### config.mk
export PLATFORM = sky130hd
export DESIGN_NAME = ext_irq_ctrl
export DESIGN_NICKNAME = d
export VERILOG_FILES = /design/src/rtl/irq_pkg.sv /design/src/rtl/irq_ctrl.sv /design/src/rtl/irq_datapath.sv /design/src/rtl/ext_irq_ctrl.sv
export SDC_FILE = /design/constraint.sdc
export NUM_CORES = 1
export LEC_CHECK = 0
export CORE_AREA = 4 4 41 43
export CTS_CLUSTER_SIZE = 24
export DETAILED_ROUTE_END_ITERATION = 8
export DIE_AREA = 0 0 45 47
export DONT_BUFFER_PORTS = 1
export GPL_ROUTABILITY_DRIVEN = 0
export SLEW_MARGIN = 5
export SYNTH_ARGS = -nofsm -noshare
export SYNTH_HDL_FRONTEND = slang
export SYNTH_SLANG_ARGS = --single-unit
### constraint.sdc
create_clock -name clk -period 0.95 [get_ports clk]
set_input_delay 0.0475 -clock clk [delete_from_list [all_inputs] [get_ports clk]]
set_output_delay 0.0475 -clock clk [all_outputs]
set_load 0.03 [all_outputs]
### src/rtl/irq_pkg.sv
package irq_pkg;
  localparam int REG_W    = 8;
  localparam int BIT_MODE = 0;
  localparam int BIT_MASK = 1;
  localparam int BIT_ACK  = 2;
  localparam int BIT_FLAG = 3;

  typedef struct packed {
    logic clearReq;   // acknowledge pulse, software or vector fetch
    logic levelMode;  // 1: edge plus low-level sensitivity
    logic maskOn;     // 1: request withheld from output
  } irqStrobes_t;
endpackage

### src/rtl/irq_ctrl.sv
module irq_ctrl
  import irq_pkg::*;
(
  input  logic             clk,
  input  logic             rstN,
  input  logic             regWe,
  input  logic [REG_W-1:0] regWdata,
  input  logic             vecFetch,
  input  logic             flag,
  output irqStrobes_t      strobes,
  output logic [REG_W-1:0] regRdata
);
  logic modeQ;
  logic maskQ;
  logic swAck;

  always_ff @(posedge clk or negedge rstN) begin
    if (!rstN) begin
      modeQ <= 1'b0;
      maskQ <= 1'b0;
    end else if (regWe) begin
      modeQ <= regWdata[BIT_MODE];
      maskQ <= regWdata[BIT_MASK];
    end
  end

  assign swAck = regWe & regWdata[BIT_ACK];

  always_comb begin
    strobes.clearReq  = swAck | vecFetch;
    strobes.levelMode = modeQ;
    strobes.maskOn    = maskQ;
  end

  always_comb begin
    regRdata           = '0;
    regRdata[BIT_MODE] = modeQ;
    regRdata[BIT_MASK] = maskQ;
    regRdata[BIT_FLAG] = flag;
  end
endmodule

### src/rtl/irq_datapath.sv
module irq_datapath
  import irq_pkg::*;
#(
  parameter int SYNC_STAGES = 2
) (
  input  logic        clk,
  input  logic        rstN,
  input  logic        pinN,
  input  irqStrobes_t strobes,
  output logic        flag,
  output logic        irqReq,
  output logic        pinLevel
);
  localparam int LAST = SYNC_STAGES - 1;

  logic [LAST:0] syncQ;
  logic          prevLevel;
  logic          fallSeen;
  logic          latchQ;
  logic          ackSeenQ;
  logic          ackNow;

  generate
    if (SYNC_STAGES == 1) begin : g_sync1
      always_ff @(posedge clk or negedge rstN) begin
        if (!rstN) syncQ <= '0;
        else       syncQ <= pinN;
      end
    end else begin : g_syncN
      always_ff @(posedge clk or negedge rstN) begin
        if (!rstN) syncQ <= '0;
        else       syncQ <= {syncQ[LAST-1:0], pinN};
      end
    end
  endgenerate

  assign pinLevel = syncQ[LAST];
  assign fallSeen = prevLevel & ~pinLevel;
  assign ackNow   = ackSeenQ | strobes.clearReq;

  always_ff @(posedge clk or negedge rstN) begin
    if (!rstN) begin
      prevLevel <= 1'b0;
      latchQ    <= 1'b0;
      ackSeenQ  <= 1'b0;
    end else begin
      prevLevel <= pinLevel;
      if (fallSeen) begin
        latchQ   <= 1'b1;
        ackSeenQ <= 1'b0;
      end else if (!strobes.levelMode) begin
        ackSeenQ <= 1'b0;
        if (strobes.clearReq) latchQ <= 1'b0;
      end else if (latchQ) begin
        if (ackNow && pinLevel) begin
          latchQ   <= 1'b0;
          ackSeenQ <= 1'b0;
        end else begin
          ackSeenQ <= ackNow;
        end
      end else begin
        ackSeenQ <= 1'b0;
      end
    end
  end

  assign flag   = latchQ;
  assign irqReq = latchQ & ~strobes.maskOn;
endmodule

### src/rtl/ext_irq_ctrl.sv
module ext_irq_ctrl
  import irq_pkg::*;
#(
  parameter int SYNC_STAGES = 2
) (
  input  logic             clk,
  input  logic             rstN,
  input  logic             pinN,
  input  logic             vecFetch,
  input  logic             regWe,
  input  logic [REG_W-1:0] regWdata,
  output logic [REG_W-1:0] regRdata,
  output logic             irqReq,
  output logic             pinLevel
);
  irqStrobes_t strobes;
  logic        flag;

  irq_ctrl u_ctrl (
    .clk      (clk),
    .rstN     (rstN),
    .regWe    (regWe),
    .regWdata (regWdata),
    .vecFetch (vecFetch),
    .flag     (flag),
    .strobes  (strobes),
    .regRdata (regRdata)
  );

  irq_datapath #(.SYNC_STAGES(SYNC_STAGES)) u_dp (
    .clk      (clk),
    .rstN     (rstN),
    .pinN     (pinN),
    .strobes  (strobes),
    .flag     (flag),
    .irqReq   (irqReq),
    .pinLevel (pinLevel)
  );
endmodule

Word-level counts from Yosys, hierarchy flattened
Index checks and enable logic that the tools add are counted.
{"block": "totals", "reg_bits": 7, "output_inout_bits": 10, "elab_cells": 24}
{"block": "classes", "muxes": 9, "n_bitwise": 7, "n_reduce_logical": 2}
{"cell": "2-to-1 mux 1 bit", "count": 9}
{"cell": "AND 1 bit", "count": 3}
{"cell": "nonzero test 3 bit", "count": 1}
{"cell": "NOT 1 bit", "count": 2}
{"cell": "bitwise OR 1 bit", "count": 2}
{"cell": "logical AND 1 bit", "count": 1}

Longest topological paths before layout
{"block": "logic_depth", "ltp_word": 8, "depth_mapped": 2, "depth_no_buf": 2}

By module
A second synthesis with hierarchy kept.
{"block": "unflattened", "hier_cells": 29, "hier_area_um2": 335.3}
{"module": "irq_datapath", "n_inst": 1, "cells_per_inst": 13, "area_each_um2": 175.2, "seq_area_each_um2": 125.1}
{"module": "irq_ctrl", "n_inst": 1, "cells_per_inst": 16, "area_each_um2": 160.2, "seq_area_each_um2": 50.0}

Worst setup path before layout
No wires, ideal clock.
{"block": "synth_timing", "path_type": "register to output", "start": "register u_dp.latchQ, in the netlist u_dp.flag", "end": "output irqReq", "arrival_ns": 0.839, "path_slack_ns": 0.064, "path_stages_with_launch": 2, "path_cell_list": "dfrtp_1 nor2b_1"}
{"block": "synth_via", "elab_chain_cells": 1}
{"element": "start, declared", "line": "irq_datapath.sv:19", "source": "logic latchQ;"}
{"element": "start signal, assigned", "line": "irq_datapath.sv:44", "source": "latchQ <= 1'b0;"}
{"element": "start signal, assigned", "line": "irq_datapath.sv:49", "source": "latchQ <= 1'b1;"}
{"element": "start signal, assigned", "line": "irq_datapath.sv:53", "source": "if (strobes.clearReq) latchQ <= 1'b0;"}
{"element": "AND 1 bit", "line": "irq_datapath.sv:68", "source": "assign irqReq = latchQ & ~strobes.maskOn;"}
{"element": "end, declared", "line": "ext_irq_ctrl.sv:13", "source": "output logic irqReq,"}
Every way passes these cells.

Final worst setup path
Same ends and word-level chain as after synthesis.

==> flow_summary.json <==
{
  "grt_pass1_vias": 256,
  "root_buffer": "clkbuf_4",
  "slowest_stage": "dfrtp_1",
  "clock_latency_ns": 0.25,
  "finalInstanceArea_sq_um": 463,
  "vias_per_cell": 4.04,
  "syn_inst": 26,
  "cts.sinks": 7,
  "critPathMaxFanout": 4,
  "worstSetupPathType": "flip-flop to output pin",
  "drc_errors": 0,
  "status": "finished, violations left",
  "total_power_mw": 0.805,
  "drv_slew": 0,
  "multiInputGateArea_sq_um": 96.3,
  "rows": 13,
  "rsz0062_at_grt": "yes",
  "cts_tree": "done",
  "grt_pass1_wl_microns": 1080,
  "dieArea_sq_um": 2120,
  "io_pins": 23,
  "grt_most_used_layer": "met2",
  "seq_area_frac_synth_pct": 54.7,
  "p_per_area_nw_per_um2": 1740,
  "final_core_util_pct": 35.6,
  "leakagePower_nw": 0.218,
  "cp.required_ns": 0.90,
  "drt-initial-drc-count": 5,
  "yosys_warnings": 0,
  "period_minus_slack_ns": 1.00,
  "syn_area_sq_um": 320,
  "grt_max_degree": 8,
  "die_y_microns": 47,
  "core_sq_um": 1300,
  "avgSynthCellArea_sq_um": 12.3,
  "end_kind": "output pin",
  "max_stage_delay_ns": 0.40,
  "max_cap_violations": 0,
  "antenna_left": 0,
  "postRouteWirelength_microns": 623,
  "max_freq_mhz": 999,
  "path_cells": "nor2b_1, buf_4",
  "crit_buf_inv": 1,
  "finClkSkew_ns": 0.00117,
  "ys_types": 12,
  "drtPass1Iterations": 2,
  "setup_slack_ns": -0.0511,
  "htreeDepth": 1,
  "regArea_sq_um": 176,
  "wl_per_cell_microns": 11.1,
  "use_met1_pct": 7.75,
  "use_met2_pct": 11.9,
  "final_cell_mix": "dlygate4sd3_1 (6), buf_4 (6), dfrtp_1 (6)",
  "fin_crit_sh_pct": 105,
  "antenna_cells": 0,
  "cts_inserted_buffers": 3,
  "grt_usage_pct": 7.51,
  "vias": 226,
  "nets": 55,
  "drive_gt1_share_pct": 41.5,
  "io_buffers": 0,
  "clk_pin_slew_worst_paths_ns": 0.06,
  "arrival_ns": 0.95,
  "die_w_microns": 45,
  "whs_ns": 0.120,
  "finalSetupViolations": 2,
  "start_util_pct": 24.6,
  "synth_seq_cells": 7,
  "start_kind": "flip-flop",
  "tns_ns": -0.0739,
  "antenna_found_initial": 0,
  "areaGrowthSynthToFinish_pct": 44.5,
  "grt.overflow.total": 0,
  "violations": "negative setup slack",
  "path_delay_family": "flip-flops",
  "hold_viol": 0,
  "worstHoldPathType": "primary input to async pin",
  "use_met3_pct": 3.83,
  "placed_area_sq_um": 332,
  "cts_max_path_buffers": 2,
  "peakVddDrop_mv": 0.756,
  "fillers": 136
}
## through the flow
step	setup slack (ns)	cells
3_3_place_gp	0.0635	42
5_1_grt	-0.126	56
6_report	-0.0511	56
3_5_place_dp	-0.0356	42
2_1_floorplan	0.0638	30
4_1_cts	-0.0646	55
## cells by family (layout without fill, tap and decap cells)
group | after synthesis | count (layout) | share of synthesized area [%]
AND/OR/NAND/NOR | 2 | 2 | 3.13
multiplexers | 2 | 2 | 7.03
other | 1 | 5 | 1.17
flip-flops | 7 | 7 | 54.7
buffers and inverters | 9 | 20 | 19.9
AO/OA/AOI/OAI | 5 | 5 | 14.1
## what timing repair did
action	in CTS	in global routing
hold buffers	7	0
buffers inserted	2	1
endpoints found under the hold margin	11	0
pin swaps	1	0
resized for setup	0	5
endpoints found under the setup margin	1	4
## path summary, 6_finish.rpt
kind | startpoint | end | slack [ns] | depth (start not counted)
max in group asynchronous | rstN | u_ctrl.modeQ$_DFFE_PN0P_ | 0.57 | 1
hold reg to reg | u_dp.syncQ[0]$_DFF_PN0_ | u_dp.syncQ[1]$_DFF_PN0_ | 0.36 | 0
hold / removal | rstN | u_dp.ackSeenQ$_DFF_PN0_ | 0.12 | 1
setup reg to reg | u_dp.flag$_DFFE_PN0P_ | u_dp.flag$_DFFE_PN0P_ | 0.06 | 3
setup / recovery | u_dp.flag$_DFFE_PN0P_ | irqReq | -0.05 | 2
min in group clk | regWe | u_ctrl.modeQ$_DFFE_PN0P_ | 0.23 | 2
## Yosys cell counts, drive strengths merged
library cell,count,share of area [%]
inv,1,1.2
a21boi,1,2.3
buf,8,19
o2bb2ai,1,2.7
a2111oi,1,4.7
nor2b,1,2.0
conb,1,1.2
mux2,2,7.0
nand2,1,1.2
a21oi,2,4.3
dfrtp,7,55
## flip-flops by register name (all words and copies together) (netlist names)
| register | flops |
|---|---|
| u_dp.ackSeenQ | 1 |
| u_dp.flag | 1 |
| u_ctrl.maskQ | 1 |
| u_dp.prevLevel | 1 |
| u_dp.syncQ | 2 |
| u_ctrl.modeQ | 1 |
## report_power, final
part | switching (mW) | internal [mW] | total, mW
combinational | 0.102 | 0.0850 | 0.187
clock | 0.123 | 0.154 | 0.277
sequential | 0.0200 | 0.320 | 0.340
total | 0.245 | 0.560 | 0.805
## layout make-up
cell class                      count  area share (%)
Clock inverter                      1            1.08
Timing Repair Buffer               15            30.3
Multi-Input combinational cell     14            20.8
Tap cell                           15            4.05
Sequential cell                     7            38.1
Inverter                            1           0.811
Clock buffer                        3            4.86
## routing by layer
| metal | wire length, microns | vias to the layer above |
|---|---|---|
| li1 | - | 103 |
| met1 | 248 | 106 |
| met2 | 293 | 17 |
| met3 | 82 | 0 |
| met4 | 0 | 0 |
| met5 | 0 | - |
No activity file was read; power rests on OpenSTA's default activity.
